`src/rtl/lpm_pkg.sv`:
```
package lpm_pkg;
  localparam int REG_AW = 5;

  typedef enum logic [2:0] {
    ST_RUN      = 3'd0,
    ST_SLEEP    = 3'd1,
    ST_DSLEEP   = 3'd2,
    ST_HIB_ENT  = 3'd3,
    ST_HIB      = 3'd4,
    ST_HIB_WAKE = 3'd5
  } pwr_state_e;

  localparam logic [REG_AW-1:0] A_CTRL   = 5'd0;
  localparam logic [REG_AW-1:0] A_PERIPH = 5'd1;
  localparam logic [REG_AW-1:0] A_RTC    = 5'd2;
  localparam logic [REG_AW-1:0] A_MATCH  = 5'd3;
  localparam logic [REG_AW-1:0] A_WSTAT  = 5'd4;
  localparam logic [REG_AW-1:0] A_IRQ    = 5'd5;
  localparam logic [REG_AW-1:0] A_DELAY  = 5'd6;

  localparam int C_HIB_REQ = 0;
  localparam int C_AUTO_GT = 1;
  localparam int C_DEEP    = 2;
  localparam int C_LBAT_EN = 3;
  localparam int C_EXT_EN  = 4;
  localparam int C_RTC_EN  = 5;
  localparam int CTRL_W    = 6;

  typedef struct packed {
    logic lbat;
    logic rtc;
    logic ext;
  } wake_src_t;
endpackage

```
`src/rtl/lpm_rtc.sv`:
```
module lpm_rtc #(
  parameter int CNT_W = 32
) (
  input  logic             clk_i,
  input  logic             rst_ni,
  input  logic             tick_i,
  input  logic             load_i,
  input  logic [CNT_W-1:0] load_val_i,
  input  logic             match_we_i,
  input  logic [CNT_W-1:0] match_val_i,
  input  logic             clr_i,
  output logic [CNT_W-1:0] cnt_o,
  output logic [CNT_W-1:0] match_o,
  output logic             flag_o
);
  localparam logic [CNT_W-1:0] ONE = CNT_W'(1);

  logic [CNT_W-1:0] cnt_q, match_q, cnt_inc;
  logic             flag_q, hit;

  assign cnt_inc = cnt_q + ONE;
  assign hit     = tick_i && !load_i && (cnt_inc == match_q);

  always_ff @(posedge clk_i or negedge rst_ni) begin
    if (!rst_ni) begin
      cnt_q   <= '0;
      match_q <= '1;
      flag_q  <= 1'b0;
    end else begin
      if (load_i)      cnt_q <= load_val_i;
      else if (tick_i) cnt_q <= cnt_inc;
      if (match_we_i)  match_q <= match_val_i;
      if (hit)         flag_q <= 1'b1;
      else if (clr_i)  flag_q <= 1'b0;
    end
  end

  assign cnt_o   = cnt_q;
  assign match_o = match_q;
  assign flag_o  = flag_q;
endmodule

```
`src/rtl/lpm_retmem.sv`:
```
module lpm_retmem #(
  parameter int WORDS = 16,
  parameter int DW    = 32,
  localparam int AW   = $clog2(WORDS)
) (
  input  logic          clk_i,
  input  logic          rst_ni,
  input  logic          we_i,
  input  logic [AW-1:0] addr_i,
  input  logic [DW-1:0] wdata_i,
  output logic [DW-1:0] rdata_o
);
  logic [DW-1:0] mem_q [WORDS];

  for (genvar g = 0; g < WORDS; g++) begin : g_word
    always_ff @(posedge clk_i or negedge rst_ni) begin
      if (!rst_ni)                          mem_q[g] <= '0;
      else if (we_i && addr_i == AW'(g))    mem_q[g] <= wdata_i;
    end
  end

  assign rdata_o = mem_q[addr_i];
endmodule

```
`src/rtl/lpm_fsm.sv`:
```
module lpm_fsm
  import lpm_pkg::*;
#(
  parameter int DLY_W = 8
) (
  input  logic             clk_i,
  input  logic             rst_ni,
  input  logic             wfi_i,
  input  logic             deep_sel_i,
  input  logic             hib_req_i,
  input  logic             sleep_wake_i,
  input  logic             hib_wake_i,
  input  logic [DLY_W-1:0] dly_i,
  output pwr_state_e       state_o
);
  localparam logic [DLY_W-1:0] ONE = DLY_W'(1);

  pwr_state_e       st_q, st_d;
  logic [DLY_W-1:0] cnt_q, cnt_d;

  always_comb begin
    st_d  = st_q;
    cnt_d = cnt_q;
    unique case (st_q)
      ST_RUN: begin
        if (hib_req_i)                   st_d = ST_HIB_ENT;
        else if (wfi_i && !sleep_wake_i) st_d = deep_sel_i ? ST_DSLEEP : ST_SLEEP;
      end
      ST_SLEEP, ST_DSLEEP: if (sleep_wake_i) st_d = ST_RUN;
      ST_HIB_ENT: st_d = ST_HIB;
      ST_HIB: begin
        if (hib_wake_i) begin
          st_d  = ST_HIB_WAKE;
          cnt_d = dly_i;
        end
      end
      ST_HIB_WAKE: begin
        if (cnt_q == '0) st_d  = ST_RUN;
        else             cnt_d = cnt_q - ONE;
      end
      default: st_d = ST_RUN;
    endcase
  end

  always_ff @(posedge clk_i or negedge rst_ni) begin
    if (!rst_ni) begin
      st_q  <= ST_RUN;
      cnt_q <= '0;
    end else begin
      st_q  <= st_d;
      cnt_q <= cnt_d;
    end
  end

  assign state_o = st_q;
endmodule

```
`src/rtl/lp_mode_ctrl.sv`:
```
module lp_mode_ctrl
  import lpm_pkg::*;
#(
  parameter int NPERIPH   = 8,
  parameter int RET_WORDS = 16,
  parameter int DLY_W     = 8,
  parameter int DW        = 32
) (
  input  logic               clk_i,
  input  logic               rst_ni,
  input  logic               reg_we_i,
  input  logic [REG_AW-1:0]  reg_addr_i,
  input  logic [DW-1:0]      reg_wdata_i,
  output logic [DW-1:0]      reg_rdata_o,
  input  logic               wfi_i,
  input  logic               irq_pend_i,
  input  logic               ext_wake_i,
  input  logic               low_bat_i,
  input  logic               sec_tick_i,
  output logic               core_clk_en_o,
  output logic               mem_clk_en_o,
  output logic               sys_clk_en_o,
  output logic [NPERIPH-1:0] periph_clk_en_o,
  output logic               periph_slow_o,
  output logic               reg_off_o,
  output logic               irq_o,
  output logic [2:0]         pwr_state_o
);
  localparam int RET_AW = $clog2(RET_WORDS);

  logic [CTRL_W-1:0]  ctrl_q;
  logic [NPERIPH-1:0] periph_q;
  logic [DLY_W-1:0]   dly_q;
  wake_src_t          wstat_q, wsrc;
  logic               lbat_q;
  logic               rtc_flag;
  logic [DW-1:0]      rtc_cnt, rtc_match, ret_rdata;
  pwr_state_e         state;

  logic wr_ctrl, wr_periph, wr_rtc, wr_match, wr_wstat, wr_irq, wr_dly, wr_ret;
  logic hib_req, hib_wake, sleep_wake, awake;

  assign wr_ctrl   = reg_we_i && reg_addr_i == A_CTRL;
  assign wr_periph = reg_we_i && reg_addr_i == A_PERIPH;
  assign wr_rtc    = reg_we_i && reg_addr_i == A_RTC;
  assign wr_match  = reg_we_i && reg_addr_i == A_MATCH;
  assign wr_wstat  = reg_we_i && reg_addr_i == A_WSTAT;
  assign wr_irq    = reg_we_i && reg_addr_i == A_IRQ;
  assign wr_dly    = reg_we_i && reg_addr_i == A_DELAY;
  assign wr_ret    = reg_we_i && reg_addr_i[REG_AW-1];

  assign hib_req = wr_ctrl && reg_wdata_i[C_HIB_REQ];

  always_ff @(posedge clk_i or negedge rst_ni) begin
    if (!rst_ni) begin
      ctrl_q   <= '0;
      periph_q <= '1;
      dly_q    <= '0;
    end else begin
      if (wr_ctrl)   ctrl_q   <= {reg_wdata_i[CTRL_W-1:1], 1'b0};
      if (wr_periph) periph_q <= reg_wdata_i[NPERIPH-1:0];
      if (wr_dly)    dly_q    <= reg_wdata_i[DLY_W-1:0];
    end
  end

  lpm_rtc #(.CNT_W(DW)) u_rtc (
    .clk_i      (clk_i),
    .rst_ni     (rst_ni),
    .tick_i     (sec_tick_i),
    .load_i     (wr_rtc),
    .load_val_i (reg_wdata_i),
    .match_we_i (wr_match),
    .match_val_i(reg_wdata_i),
    .clr_i      (wr_irq && reg_wdata_i[0]),
    .cnt_o      (rtc_cnt),
    .match_o    (rtc_match),
    .flag_o     (rtc_flag)
  );

  // low-battery flag: set wins over clear
  always_ff @(posedge clk_i or negedge rst_ni) begin
    if (!rst_ni)                               lbat_q <= 1'b0;
    else if (ctrl_q[C_LBAT_EN] && low_bat_i)   lbat_q <= 1'b1;
    else if (wr_irq && reg_wdata_i[1])         lbat_q <= 1'b0;
  end

  assign irq_o      = rtc_flag | lbat_q;
  assign sleep_wake = irq_pend_i | irq_o;

  assign wsrc.ext  = ext_wake_i && ctrl_q[C_EXT_EN];
  assign wsrc.rtc  = rtc_flag && ctrl_q[C_RTC_EN];
  assign wsrc.lbat = lbat_q;
  assign hib_wake  = |wsrc;

  always_ff @(posedge clk_i or negedge rst_ni) begin
    if (!rst_ni)                           wstat_q <= '0;
    else if (state == ST_HIB && hib_wake)  wstat_q <= wsrc;
    else if (wr_wstat)                     wstat_q <= wstat_q & ~reg_wdata_i[2:0];
  end

  lpm_fsm #(.DLY_W(DLY_W)) u_fsm (
    .clk_i       (clk_i),
    .rst_ni      (rst_ni),
    .wfi_i       (wfi_i),
    .deep_sel_i  (ctrl_q[C_DEEP]),
    .hib_req_i   (hib_req),
    .sleep_wake_i(sleep_wake),
    .hib_wake_i  (hib_wake),
    .dly_i       (dly_q),
    .state_o     (state)
  );

  lpm_retmem #(.WORDS(RET_WORDS), .DW(DW)) u_ret (
    .clk_i  (clk_i),
    .rst_ni (rst_ni),
    .we_i   (wr_ret),
    .addr_i (reg_addr_i[RET_AW-1:0]),
    .wdata_i(reg_wdata_i),
    .rdata_o(ret_rdata)
  );

  always_comb begin
    reg_rdata_o = '0;
    if (reg_addr_i[REG_AW-1]) begin
      reg_rdata_o = ret_rdata;
    end else begin
      unique case (reg_addr_i)
        A_CTRL:   reg_rdata_o = DW'(ctrl_q);
        A_PERIPH: reg_rdata_o = DW'(periph_q);
        A_RTC:    reg_rdata_o = rtc_cnt;
        A_MATCH:  reg_rdata_o = rtc_match;
        A_WSTAT:  reg_rdata_o = DW'(wstat_q);
        A_IRQ:    reg_rdata_o = DW'({lbat_q, rtc_flag});
        A_DELAY:  reg_rdata_o = DW'(dly_q);
        default:  reg_rdata_o = '0;
      endcase
    end
  end

  assign awake           = state == ST_RUN || state == ST_SLEEP || state == ST_DSLEEP;
  assign core_clk_en_o   = state == ST_RUN;
  assign mem_clk_en_o    = state == ST_RUN;
  assign sys_clk_en_o    = awake;
  assign periph_clk_en_o = awake ? periph_q : '0;
  assign periph_slow_o   = state == ST_DSLEEP && ctrl_q[C_AUTO_GT];
  assign reg_off_o       = state == ST_HIB || state == ST_HIB_WAKE;
  assign pwr_state_o     = state;
endmodule

```
`config.mk`:
```
export PLATFORM = sky130hd
export DESIGN_NAME = lp_mode_ctrl
export DESIGN_NICKNAME = d
export VERILOG_FILES = /design/src/rtl/lpm_pkg.sv /design/src/rtl/lpm_rtc.sv /design/src/rtl/lpm_retmem.sv /design/src/rtl/lpm_fsm.sv /design/src/rtl/lp_mode_ctrl.sv
export SDC_FILE = /design/constraint.sdc
export NUM_CORES = 1
export LEC_CHECK = 0
export ABC_CLOCK_PERIOD_IN_PS = 3700
export BUFFER_PORTS_ARGS = -buffer_cell sky130_fd_sc_hd__buf_4
export CAP_MARGIN = 20
export CORE_AREA = 2 2 261 263
export DETAILED_ROUTE_END_ITERATION = 8
export DIE_AREA = 0 0 263 265
export HOLD_SLACK_MARGIN = 0.1
export SLEW_MARGIN = 40
export SYNTH_ARGS = -nofsm -noshare
export SYNTH_HDL_FRONTEND = slang
export SYNTH_HIERARCHICAL = 1
export SYNTH_SLANG_ARGS = --single-unit
```
`constraint.sdc`:
```
create_clock -name clk_i -period 3.7 [get_ports clk_i]
set_input_delay 0.555 -clock clk_i [delete_from_list [all_inputs] [get_ports clk_i]]
set_output_delay 0.555 -clock clk_i [all_outputs]
set_load 0.02 [all_outputs]
```
==> impl_metrics.yaml <==
power:
  pwr-share-seq_pct: 45.6
  leakagePower_nw: 14.8
  switching_share_pct: 27.2
  power_switching_w: 0.00542
  internal_power_w: 0.0145
  clock_power_share_pct: 35.8
  vdd_drop_max_mv: 0.269
  p_per_area_mw_per_mm2: 584
  fin_total_pwr_w: 0.0199
  comb_power_share_pct: 18.6
timing:
  whs_ns: 0.182
  setup_viol: 0
  maxSlewViolCount: 0
  max_slew_margin_pct: 48.7
  fin_skew_ns: 0.0231
  finalHoldViolations: 0
  tightest_slew_ns: 0.770
  period_needed_ns: 3.43
  rsz0062_at_grt: "no"
  fin_crit_sh_pct: 92.7
  finalSetupTns_ns: 0
  fmax_mhz: 291
global_route:
  grt_usage_pct: 23.6
  grt_start_max_net_pins: 101
  met2_usage_pct: 38.4
  grt_busiest_layer: "met2"
  grt_pass1_vias: 19600
  overflow: 0
  use_met1_pct: 33.6
  grtUsageMet3_pct: 3.31
  antenna_found_initial: 0
  grt_pass1_wl_mm: 125
setup_path:
  endpoint_kind: "output pin"
  crit_chain: "buf_8 -> buf_12 -> mux4_2 -> a22oi_1 -> nand2_1 -> and2_1 -> a221o_1 -> buf_4"
  cp_slowest_cell: "mux4_2"
  path_max_fanout: 45
  cp.arrival_ns: 2.88
  criticalPathCategory: "input port to output pin"
  rrSetupSlack_ns: 0.93
  start_kind: "input port"
  r2r_cells: 8
  rr_startpoint: "u_rtc/cnt_o[0]"
  critical-path-max-stage-delay_ns: 0.51
  reg2reg_to: "u_rtc/flag_o"
  critPathRequiredTime_ns: 3.14
synth:
  netlist_area_mm2: 0.0298
  ys_seq_area_share_pct: 51.7
  synth_top_area_share_pct: 48.2
  ys_types: 79
  yosys_warnings: 6
  ys_ff_latch: 613
  synthCells: 2123
  netlist_top_cells_area: "dfrtp_1 (48%), mux2_2 (21%), mux4_2 (9.9%), dfstp_2 (3.5%), a22oi_1 (1.8%)"
  synth_top_area_cell: "dfrtp_1"
  synth-async-reset-ratio_pct: 100
  avgSynthCellArea_um2: 14.0
  syn_nets: 2171
  synth_ff_type: "dfrtp_1"
  synth_edf_count: 0
route:
  routed_wl_mm: 81.1
  routed_via_density: 6.00
  ant_nets: 0
  via_count: 18700
  drt_iter0_drc: 1540
  drt_first_pass_iters: 5
  wl_per_cell_um: 26.1
  drcViolationCount: 0
clock_tree:
  clock_path_buffers: 3
  insertion_delay_ns: 0.62
  numCtsBuffers: 69
  cts.clk_slew.worst_paths_ns: 0.05
  htree_num_levels: 3
  root_buffer: "clkbuf_16"
  cts_tree: "yes"
  clock-sinks: 613
worst_hold_path:
  hold_class: "input port to register"
  hold_depth: 2
  hold_path_startpoint: "low_bat_i"
  holdPathEnd: "lbat_q"
floorplan:
  coreArea_mm2: 0.0668
  die_y_um: 265
  die_w_um: 263
  rows: 95
  dieArea_mm2: 0.0697
  start_util_pct: 44.6
  io_pins: 94
cells_and_area:
  fin_nets: 2234
  layoutNonFillerInstCount: 3109
  postLayoutCoreUtil_pct: 51.1
  drive_above_1_share_pct: 47.0
  areaGrowthSynthToFinish_pct: 14.5
placement:
  place.gp.congestion: 0.898
  portBuffers: 93
  dp_hpwl_mm: 51.2
  placed_cells: 2987
run_status:
  status: "finished clean"
flow_run:
  cap_violations: 0
[registers in the layout (all words and copies together), names as in the netlist]
| register | flops |
|---|---|
| u_rtc/cnt_o | 32 |
| u_rtc/match_o | 32 |
| u_fsm/cnt_q | 8 |
| wstat_q | 3 |
| u_rtc/flag_o | 1 |
| dly_q | 8 |
| ctrl_q | 5 |
| u_fsm/state_o | 3 |
| periph_q | 8 |
| u_ret/mem_q | 512 |
| lbat_q | 1 |
[synthesized netlist by cell type (all sizes together), types with 5 or more instances]
library cell,instances
nor3,22
nand3b,5
nand2,106
nor2b,5
inv,14
nand4,27
dfrtp,573
mux4,131
nor2,36
o21ai,44
nor4,10
and3,9
a221o,28
xor2,37
and4,7
a21oi,13
dfstp,40
or3,9
buf,96
nand3,31
xnor2,38
or4,5
a22oi,70
clkbuf,80
and2,38
nand2b,10
mux2,573
[how the worst max path moves through the flow]
stage	depth (start not counted)	from	endpoint
after floorplan	8	reg_addr_i[0]	reg_rdata_o[10]
after global placement	8	reg_addr_i[0]	reg_rdata_o[4]
after detailed placement	8	reg_addr_i[0]	reg_rdata_o[4]
after CTS	8	reg_addr_i[0]	reg_rdata_o[4]
after global routing	8	reg_addr_i[0]	reg_rdata_o[17]
final	8	reg_addr_i[0]	reg_rdata_o[22]
[logic make-up (layout without fill, tap and decap cells)]
family                   Yosys count  count (layout)  share of synthesized area [%]
AO/OA/AOI/OAI                    200             200                           4.94
XOR/XNOR                          75              75                           2.21
adder cells (fa/ha/maj)            3               3                          0.126
buffers and inverters            190             302                           3.11
flip-flops                       613             613                           51.7
multiplexers                     707             707                           31.7
other                              0               1                              0
AND/OR/NAND/NOR                  335             335                           6.23
[through the flow]
stage          setup WS (ns)  instance area [µm²]
2_1_floorplan          0.778                29800
3_3_place_gp           0.244                31700
3_5_place_dp           0.227                31700
4_1_cts                0.226                34100
5_1_grt                0.115                34100
6_report               0.269                34100
[cells in the final DEF (no fill, tap or decap), types with 35 or more instances in the layout]
cell / instances
o21ai_0: 44
nand2_1: 105
xnor2_1: 38
xor2_1: 37
dfrtp_1: 573
and2_1: 35
a22oi_1: 70
mux4_2: 131
clkbuf_16: 70
mux2_2: 560
dfstp_2: 40
buf_4: 134
[layer usage]
metal | vias up | share of wire [%]
met3 | 108 | 5.0
met5 | - | 0
met1 | 10000 | 45
met4 | 0 | 1.8
met2 | 502 | 48
li1 | 8020 | -
[area by class of cell]
type                            instances  area [µm²]
Tap cell                              873        1090
Sequential cell                       613       15400
Inverter                               14        52.6
Clock buffer                           94        1910
Fill cell                            5662       32700
Multi-Input combinational cell       1320       13600
Clock inverter                         26         430
Antenna cell                            1        2.50
Timing Repair Buffer                  168        1660
[power groups by stage]
stage | sequential (W) | clock [W] | combinational (W)
floorplan | 0.00875 | 0 | 0.00284
global placement | 0.00910 | 0 | 0.00358
detailed placement | 0.00917 | 0 | 0.00369
CTS | 0.00906 | 0.00729 | 0.00370
global route | 0.00924 | 0.00757 | 0.00399
finish | 0.00907 | 0.00713 | 0.00369
[repair_timing]
item                      CTS  global route
gates resized for setup     0             0
buffers inserted            0             0
hold endpoints to repair   55             0
hold buffers                1             0
[worst max-delay path: cells and delay by family]
family,cells,cell delay (ns)
AO/OA/AOI/OAI,2,0.49
buffers and inverters,3,0.81
multiplexers,1,0.51
AND/OR/NAND/NOR,2,0.37
No activity file was read; power rests on OpenSTA's default activity.
